File: src/rtl/mig_pkg.sv
package mig_pkg;
  localparam int NUM_CLS = 4;

  typedef enum logic [1:0] {
    CLS_ORD  = 2'd0,
    CLS_SYNC = 2'd1,
    CLS_ACQ  = 2'd2,
    CLS_REL  = 2'd3
  } opClass_e;

  // strobes from control to counter bank
  typedef struct packed {
    logic [NUM_CLS-1:0] inc;
    logic [NUM_CLS-1:0] dec;
  } cntStrobe_t;
endpackage

File: src/rtl/mig_cnt_bank.sv
module mig_cnt_bank
  import mig_pkg::*;
#(
  parameter int CNT_W = 4
) (
  input  logic                     clk,
  input  logic                     rstN,
  input  cntStrobe_t               strobe,
  output logic [NUM_CLS*CNT_W-1:0] pendCount,
  output logic [NUM_CLS-1:0]       cntBusy,
  output logic [NUM_CLS-1:0]       cntFull
);
  localparam logic [CNT_W-1:0] CNT_MAX = {CNT_W{1'b1}};

  for (genvar g = 0; g < NUM_CLS; g++) begin : g_cnt
    logic [CNT_W-1:0] cntQ;

    always_ff @(posedge clk) begin
      if (!rstN) begin
        cntQ <= '0;
      end else begin
        case ({strobe.inc[g], strobe.dec[g]})
          2'b10:   cntQ <= cntQ + 1'b1;
          2'b01:   cntQ <= cntQ - 1'b1;
          default: cntQ <= cntQ;
        endcase
      end
    end

    assign pendCount[g*CNT_W +: CNT_W] = cntQ;
    assign cntBusy[g] = (cntQ != '0);
    assign cntFull[g] = (cntQ == CNT_MAX);
  end
endmodule

File: src/rtl/mig_issue_ctrl.sv
module mig_issue_ctrl
  import mig_pkg::*;
(
  input  logic               clk,
  input  logic               rstN,
  input  logic               modeSel,
  input  logic               opValid,
  input  logic [1:0]         opClass,
  input  logic               cplValid,
  input  logic [1:0]         cplClass,
  input  logic [NUM_CLS-1:0] cntBusy,
  input  logic [NUM_CLS-1:0] cntFull,
  output logic               opReady,
  output logic               issueValid,
  output logic               modeActive,
  output cntStrobe_t         strobe
);
  logic [NUM_CLS-1:0] blockMask;
  opClass_e headCls;

  assign headCls = opClass_e'(opClass);

  // rule set switches only with nothing in flight
  always_ff @(posedge clk) begin
    if (!rstN) begin
      modeActive <= 1'b0;
    end else if (~|cntBusy) begin
      modeActive <= modeSel;
    end
  end

  // which counters block the head class; bit index = class code
  always_comb begin
    blockMask = '1;
    if (!modeActive) begin
      if (headCls == CLS_ORD) blockMask = 4'b1110;
    end else begin
      case (headCls)
        CLS_ORD:  blockMask = 4'b0110;
        CLS_ACQ:  blockMask = 4'b0110;
        default:  blockMask = 4'b1111;
      endcase
    end
  end

  assign opReady    = ~|(blockMask & cntBusy) & ~cntFull[opClass];
  assign issueValid = opValid & opReady;

  always_comb begin
    strobe = '0;
    strobe.inc[opClass]  = issueValid;
    strobe.dec[cplClass] = cplValid & cntBusy[cplClass];
  end
endmodule

File: src/rtl/mem_issue_gate.sv
module mem_issue_gate
  import mig_pkg::*;
#(
  parameter int CNT_W = 4
) (
  input  logic                 clk,
  input  logic                 rstN,
  input  logic                 modeSel,
  input  logic                 opValid,
  input  logic [1:0]           opClass,
  output logic                 opReady,
  output logic                 issueValid,
  output logic [1:0]           issueClass,
  input  logic                 cplValid,
  input  logic [1:0]           cplClass,
  output logic                 modeActive,
  output logic [4*CNT_W-1:0]   pendCount
);
  cntStrobe_t         strobe;
  logic [NUM_CLS-1:0] cntBusy;
  logic [NUM_CLS-1:0] cntFull;

  mig_issue_ctrl ctrl_i (
    .clk(clk), .rstN(rstN), .modeSel(modeSel),
    .opValid(opValid), .opClass(opClass),
    .cplValid(cplValid), .cplClass(cplClass),
    .cntBusy(cntBusy), .cntFull(cntFull),
    .opReady(opReady), .issueValid(issueValid),
    .modeActive(modeActive), .strobe(strobe)
  );

  mig_cnt_bank #(.CNT_W(CNT_W)) bank_i (
    .clk(clk), .rstN(rstN), .strobe(strobe),
    .pendCount(pendCount), .cntBusy(cntBusy), .cntFull(cntFull)
  );

  assign issueClass = opClass;
endmodule

File: config.mk
export PLATFORM = sky130hd
export DESIGN_NAME = mem_issue_gate
export DESIGN_NICKNAME = d
export VERILOG_FILES = /design/src/rtl/mig_pkg.sv /design/src/rtl/mig_cnt_bank.sv /design/src/rtl/mig_issue_ctrl.sv /design/src/rtl/mem_issue_gate.sv
export SDC_FILE = /design/constraint.sdc
export NUM_CORES = 1
export LEC_CHECK = 0
export ABC_CLOCK_PERIOD_IN_PS = 3000
export BUFFER_PORTS_ARGS = -buffer_cell sky130_fd_sc_hd__clkbuf_2
export CORE_UTILIZATION = 45
export CTS_CLUSTER_SIZE = 10
export DETAILED_ROUTE_END_ITERATION = 12
export PLACE_DENSITY = 0.75
export SYNTH_ARGS = -nofsm -noshare
export SYNTH_HDL_FRONTEND = slang
export SYNTH_SLANG_ARGS = --single-unit
File: constraint.sdc
create_clock -name clk -period 3 [get_ports clk]
set_clock_uncertainty 0.2 [all_clocks]
set_input_delay 0.15 -clock clk [delete_from_list [all_inputs] [get_ports clk]]
set_output_delay 0.15 -clock clk [all_outputs]
set_load 0.02 [all_outputs]
# After elaboration in Yosys (flattened, before gate mapping)
# Index checks and enable logic that the tools add are counted.
# word_totals
latch_bits,0
in_bits,9
ramBits,0
n_memories,0
romBits,0
ff_bits,17
# classes
muxes,15
n_lt_le_gt_ge,4
mul,0
n_reduce_logical,15
shifts,0
eq_ne,13
bitwise_logic,7
n_addsub,8
n_div,0
# ops
cell,count
$pmux W4 S2,4
$add A4 B1 Y4 const B,4
$eq A4 B4 Y1 const B,4
$reduce_bool A4 Y1,4
$sub A4 B1 Y4 const B,4
$and A4 B4 Y4,3
$eq A2 B2 Y1 const B,5
$eq A2 B1 Y1 const B,4
$mux W4,2
$reduce_bool A2 Y1,4
$reduce_or A4 Y1,2
$lt A2 B3 Y1 const B,2
$mux W1,5
$bmux W1 S2,2
$demux W1 S2,2
$ge A2 B1 Y1 const B,2
$and A1 B1 Y1,3
$logic_and A1 B1 Y1,2
$logic_not A2 Y1,1
$reduce_or A2 Y1,1
$logic_not A1 Y1,1
$not A1 Y1,1

# Depth between registers and ports, before layout
# depth
word_depth,12
mapped_depth,10
ltp_nobuf,10

# Hierarchy
# Synthesis repeated with hierarchy kept, for this count alone.
# unflattened
hier_cells,156
hier_area_um2,1373.8
# modules_own_cells
module,n_inst,area_per_inst_um2,cells_each,seq_area_each_um2
mig_cnt_bank,1,1121.1,125,320.3
mig_issue_ctrl,1,237.7,29,20.0
mem_issue_gate,1,15.0,2,0.0

# Least setup slack after synthesis
# Ideal clock, no wire load.
# synth_timing
path_type,register -> register
startpoint,register bank_i.g_cnt[1].cntQ[0]
endpoint,register bank_i.g_cnt[3].cntQ[3]
setup_slack_ps,272
stages_incl_launch_ff,11
synth_period_minus_slack_ps,2728
arrival_ps,2456
cell_sequence,dfxtp_1 -> nor4_2 -> nand2_1 -> nor4_2 -> nand2_1 -> ha_1 -> ha_1 -> a21o_2 -> a21oi_1 -> mux2i_1 -> mux2i_1
# synth_via
elab_chain_len,9
word_cells_on_any_way,19
# synth_rtl
element,line_no,rtl
start: declaration,mig_cnt_bank.sv:16,logic [CNT_W-1:0] cntQ;
start signal: assignment,mig_cnt_bank.sv:23,2'b10: cntQ <= cntQ + 1'b1;
start signal: assignment,mig_cnt_bank.sv:24,2'b01: cntQ <= cntQ - 1'b1;
start signal: assignment,mig_cnt_bank.sv:25,default: cntQ <= cntQ;
$eq A4 B4 Y1 or $reduce_bool A4 Y1 (tied branches),"mig_cnt_bank.sv:32, mig_cnt_bank.sv:31",
$bmux W1 S2 or $and A4 B4 Y4 (tied branches),mig_issue_ctrl.sv:46,assign opReady = ~|(blockMask & cntBusy) & ~cntFull[opClass];
$mux W1 (not written as such) or $reduce_or A4 Y1 (tied branches),mig_issue_ctrl.sv:46,
$not A1 Y1 or $logic_not A1 Y1 (tied branches),mig_issue_ctrl.sv:46,
$and A1 B1 Y1,mig_issue_ctrl.sv:46,
$and A1 B1 Y1,mig_issue_ctrl.sv:47,assign issueValid = opValid & opReady;
$and A4 B4 Y4 (no source line),n/a,
$eq A2 B1 Y1 or $eq A2 B2 Y1 (tied branches),mig_cnt_bank.sv:22,"case ({strobe.inc[g], strobe.dec[g]})"
$pmux W4 S2 or $reduce_bool A2 Y1 (tied branches),n/a,
end signal: assignment,mig_cnt_bank.sv:23,
end signal: assignment,mig_cnt_bank.sv:24,
end signal: assignment,mig_cnt_bank.sv:25,
end: declaration,mig_cnt_bank.sv:16,
# Several ways; a longest one is shown, not always the timed one. The select of a mux whose other input is x is not followed.
# A chain may end at the register's enable or synchronous reset.

# Final worst setup path
# layout_timing
startpoint,register bank_i.g_cnt[2].cntQ[3]
endpoint,register bank_i.g_cnt[3].cntQ[3]
# layout_via
elab_chain_len,9
word_cells_on_any_way,19
# layout_rtl
element,line_no
start: declaration,mig_cnt_bank.sv:16
start signal: assignment,mig_cnt_bank.sv:23
start signal: assignment,mig_cnt_bank.sv:24
start signal: assignment,mig_cnt_bank.sv:25
$eq A4 B4 Y1 or $reduce_bool A4 Y1 (tied branches),"mig_cnt_bank.sv:32, mig_cnt_bank.sv:31"
$bmux W1 S2 or $and A4 B4 Y4 (tied branches),mig_issue_ctrl.sv:46
$mux W1 (not written as such) or $reduce_or A4 Y1 (tied branches),mig_issue_ctrl.sv:46
$not A1 Y1 or $logic_not A1 Y1 (tied branches),mig_issue_ctrl.sv:46
$and A1 B1 Y1,mig_issue_ctrl.sv:46
$and A1 B1 Y1,mig_issue_ctrl.sv:47
$and A4 B4 Y4 (no source line),n/a
$eq A2 B1 Y1 or $eq A2 B2 Y1 (tied branches),mig_cnt_bank.sv:22
$pmux W4 S2 or $reduce_bool A2 Y1 (tied branches),n/a
# Several ways; a longest one is shown, not always the timed one. The select of a mux whose other input is x is not followed.

==> metrics.csv <==
metric;value;unit
setup.worst_path.start;bank_i.g_cnt[2].cntQ[3];
coreArea;0.00276;mm2
drv_slew;0;
cp_num_buf_inv;0;
seqCellArea;343;um2
cap_violations;0;
fin_crit_sh;93.9;%
leakage;0.760;nW
synth_top_family_by_area;simple AND/OR/NAND/NOR gates;
ios;30;
min_period;2820;ps
area_growth;18.3;%
cts_buffer_depth;2;
fin_nets;206;
die_width;55.8;um
synthSimpleGateAreaFrac;29.1;%
cpMaxStageDelayCell;nor4_4;
ys_seq_area_share;26.1;%
final_cell_mix;clkbuf_2 (29), nand2_1 (17), dfxtp_1 (15);
min_path_type;in2reg;
dpl_cell_area;0.00147;mm2
synth_top_area_share;26.1;%
num_vias;1106;
gp_congestion;0.817;
crit_arrival;2840;ps
fillers;266;
ant_nets;0;
die_h;55.8;um
dr.first_iter.drc_count;25;
grt_antenna_before_repair;0;
grt_util_all_layers;17.8;%
rows;19;
first_global_vias;1055;
grt_overflow_total;0;
clock_latency;290;ps
synth.area.top_cells;dfxtp_1 (26%), ha_1 (12%), mux2i_1 (6.9%);
postSynthCellCount;150;
crit_chain;nor4_4 > nand2_2 > nor4_4 > nand2_1 > ha_2 > ha_1 > a21o_2 > a21oi_1 > mux2i_1 > mux2i_1;
max_freq;355;MHz
avgSynthCellArea;8.69;um2
multi_input_area;927;um2
crit_type;reg2reg;
power_density;367;mW/mm2
drc;0;
vias_per_cell;5.24;
final_area;0.00154;mm2
synth_compound_area_share;9.12;%
detail_route.first_pass.iterations;4;
numCtsBuffers;3;
synthMuxAreaShare;6.91;%
hp-start;rstN;
netlist_area;0.00130;mm2
n_antenna_cell;0;
yosys.area.top_type;dfxtp_1;
synth_seq_cells;17;
status;complete, no violations;
grt_max_degree;22;
ir_drop;0.256;mV
max_slew_margin;75.5;%
worstMarginPinSlew;364;ps
synth_adder_area_share;17.7;%
path_delay_family;simple AND/OR/NAND/NOR gates;
final_common_cell;clkbuf_2;
cts_tree;yes;
syn-num-nets;175;
cts.sinks;17;
endpoint_kind;register;
synth_warnings;0;
routed_wl;2560;um
drive_above_1_share;25.6;%
post_cts_buffers;0;
placement.io_buffers;29;
r2r-start;bank_i.g_cnt[2].cntQ[3];
rsz0062_at_grt;true;
cp-start-kind;register;
power;0.566;mW
cpPeakStageDelay;380;ps
path_max_fanout;4;
wire_per_inst;12.2;um
cp.required;3030;ps
dpl.hpwl;2060;um
setup_viol;0;
clk_pin_slew;100;ps
die_area;0.00312;mm2
grt_pass1_wl;4490;um
root_buffer;clkbuf_4;
synth.distinct_cells;32;
ctsHtreeMaxLevel;1;
initial_core_util;47.3;%
hold_viol;0;
synth_xor_area_share;5.37;%
whs;118;ps
through the flow:
step	utilization (%)	cells	setup TNS [ps]	setup slack, ps
3_5_place_dp	53.1	206	0	127
5_1_grt	55.9	211	-18.4	-18.4
4_1_cts	54.4	211	0	73.4
3_3_place_gp	53.1	206	0	226
2_1_floorplan	-	150	0	272
6_report	55.9	211	0	184
sequential cells by signal (all words and copies together), names as in the netlist:
signal             cells
bank_i.g_cnt.cntQ     16
ctrl_i.modeActive      1
worst paths after layout:
| path | depth (start not counted) | slack (ps) | to |
|---|---|---|---|
| setup reg to reg | 10 | 180 | bank_i.g_cnt[3].cntQ[3] |
| hold / removal | 3 | 120 | bank_i.g_cnt[1].cntQ[3] |
| hold reg to reg | 2 | 330 | bank_i.g_cnt[2].cntQ[3] |
| setup / recovery | 10 | 180 | bank_i.g_cnt[3].cntQ[3] |
worst min-delay path, delay by kind of cell:
kind | cells | cell delay (ps)
multiplexers | 1 | 60
buffers and inverters | 1 | 240
AND/OR/NAND/NOR | 1 | 130
metal layers:
layer | global-route usage (%) | part of all wire (%) | vias up
met5 | 0 | 0 | -
met4 | 5.57 | 1.1 | 0
met3 | 3.49 | 2.8 | 4
met2 | 32.9 | 52 | 21
met1 | 20.5 | 44 | 516
li1 | - | - | 565
layout make-up:
cell class / instances / share of cell area [%]
clock buffer: 4 / 1.70
inverter: 14 / 3.41
multi-input combinational: 115 / 60.1
sequential: 17 / 22.2
tap: 31 / 2.51
timing repair buffer: 30 / 10.1
timing repair:
action | in CTS | in global routing
gates resized for setup | 0 | 9
endpoints found under the hold margin | 1 | 0
hold buffers | 1 | 0
endpoints found under the setup margin | 0 | 4
cell usage after synthesis, drive strengths merged:
cell type  instances
nand2             18
dfxtp             17
inv               14
and2              13
ha                12
nor2              11
mux2i              9
o21ai              9
a21oi              5
nor4               5
a21o               4
fa                 4
nand2b             4
nand4              4
xnor2              4
xor2               4
buf                2
clkbuf             2
a2bb2o             1
and3               1
and4               1
nand3              1
nor2b              1
nor3               1
nor3b              1
nor4b              1
nor4bb             1
kinds of logic (layout without fill, tap and decap cells):
logic type / Yosys count / in the layout
simple gates: 63 / 63
compound gates: 19 / 19
buf+inv: 18 / 48
flops: 17 / 17
fa+ha+maj: 16 / 16
mux: 9 / 9
xor+xnor: 8 / 8
power by group:
part | internal, mW | leakage [nW] | switching [mW]
sequential | 0.236 | 0.139 | 0.0190
clock | 0.0518 | 0.0150 | 0.0727
combinational | 0.0789 | 0.607 | 0.107
total | 0.367 | 0.760 | 0.198
Power figures use the tool's default switching activity.
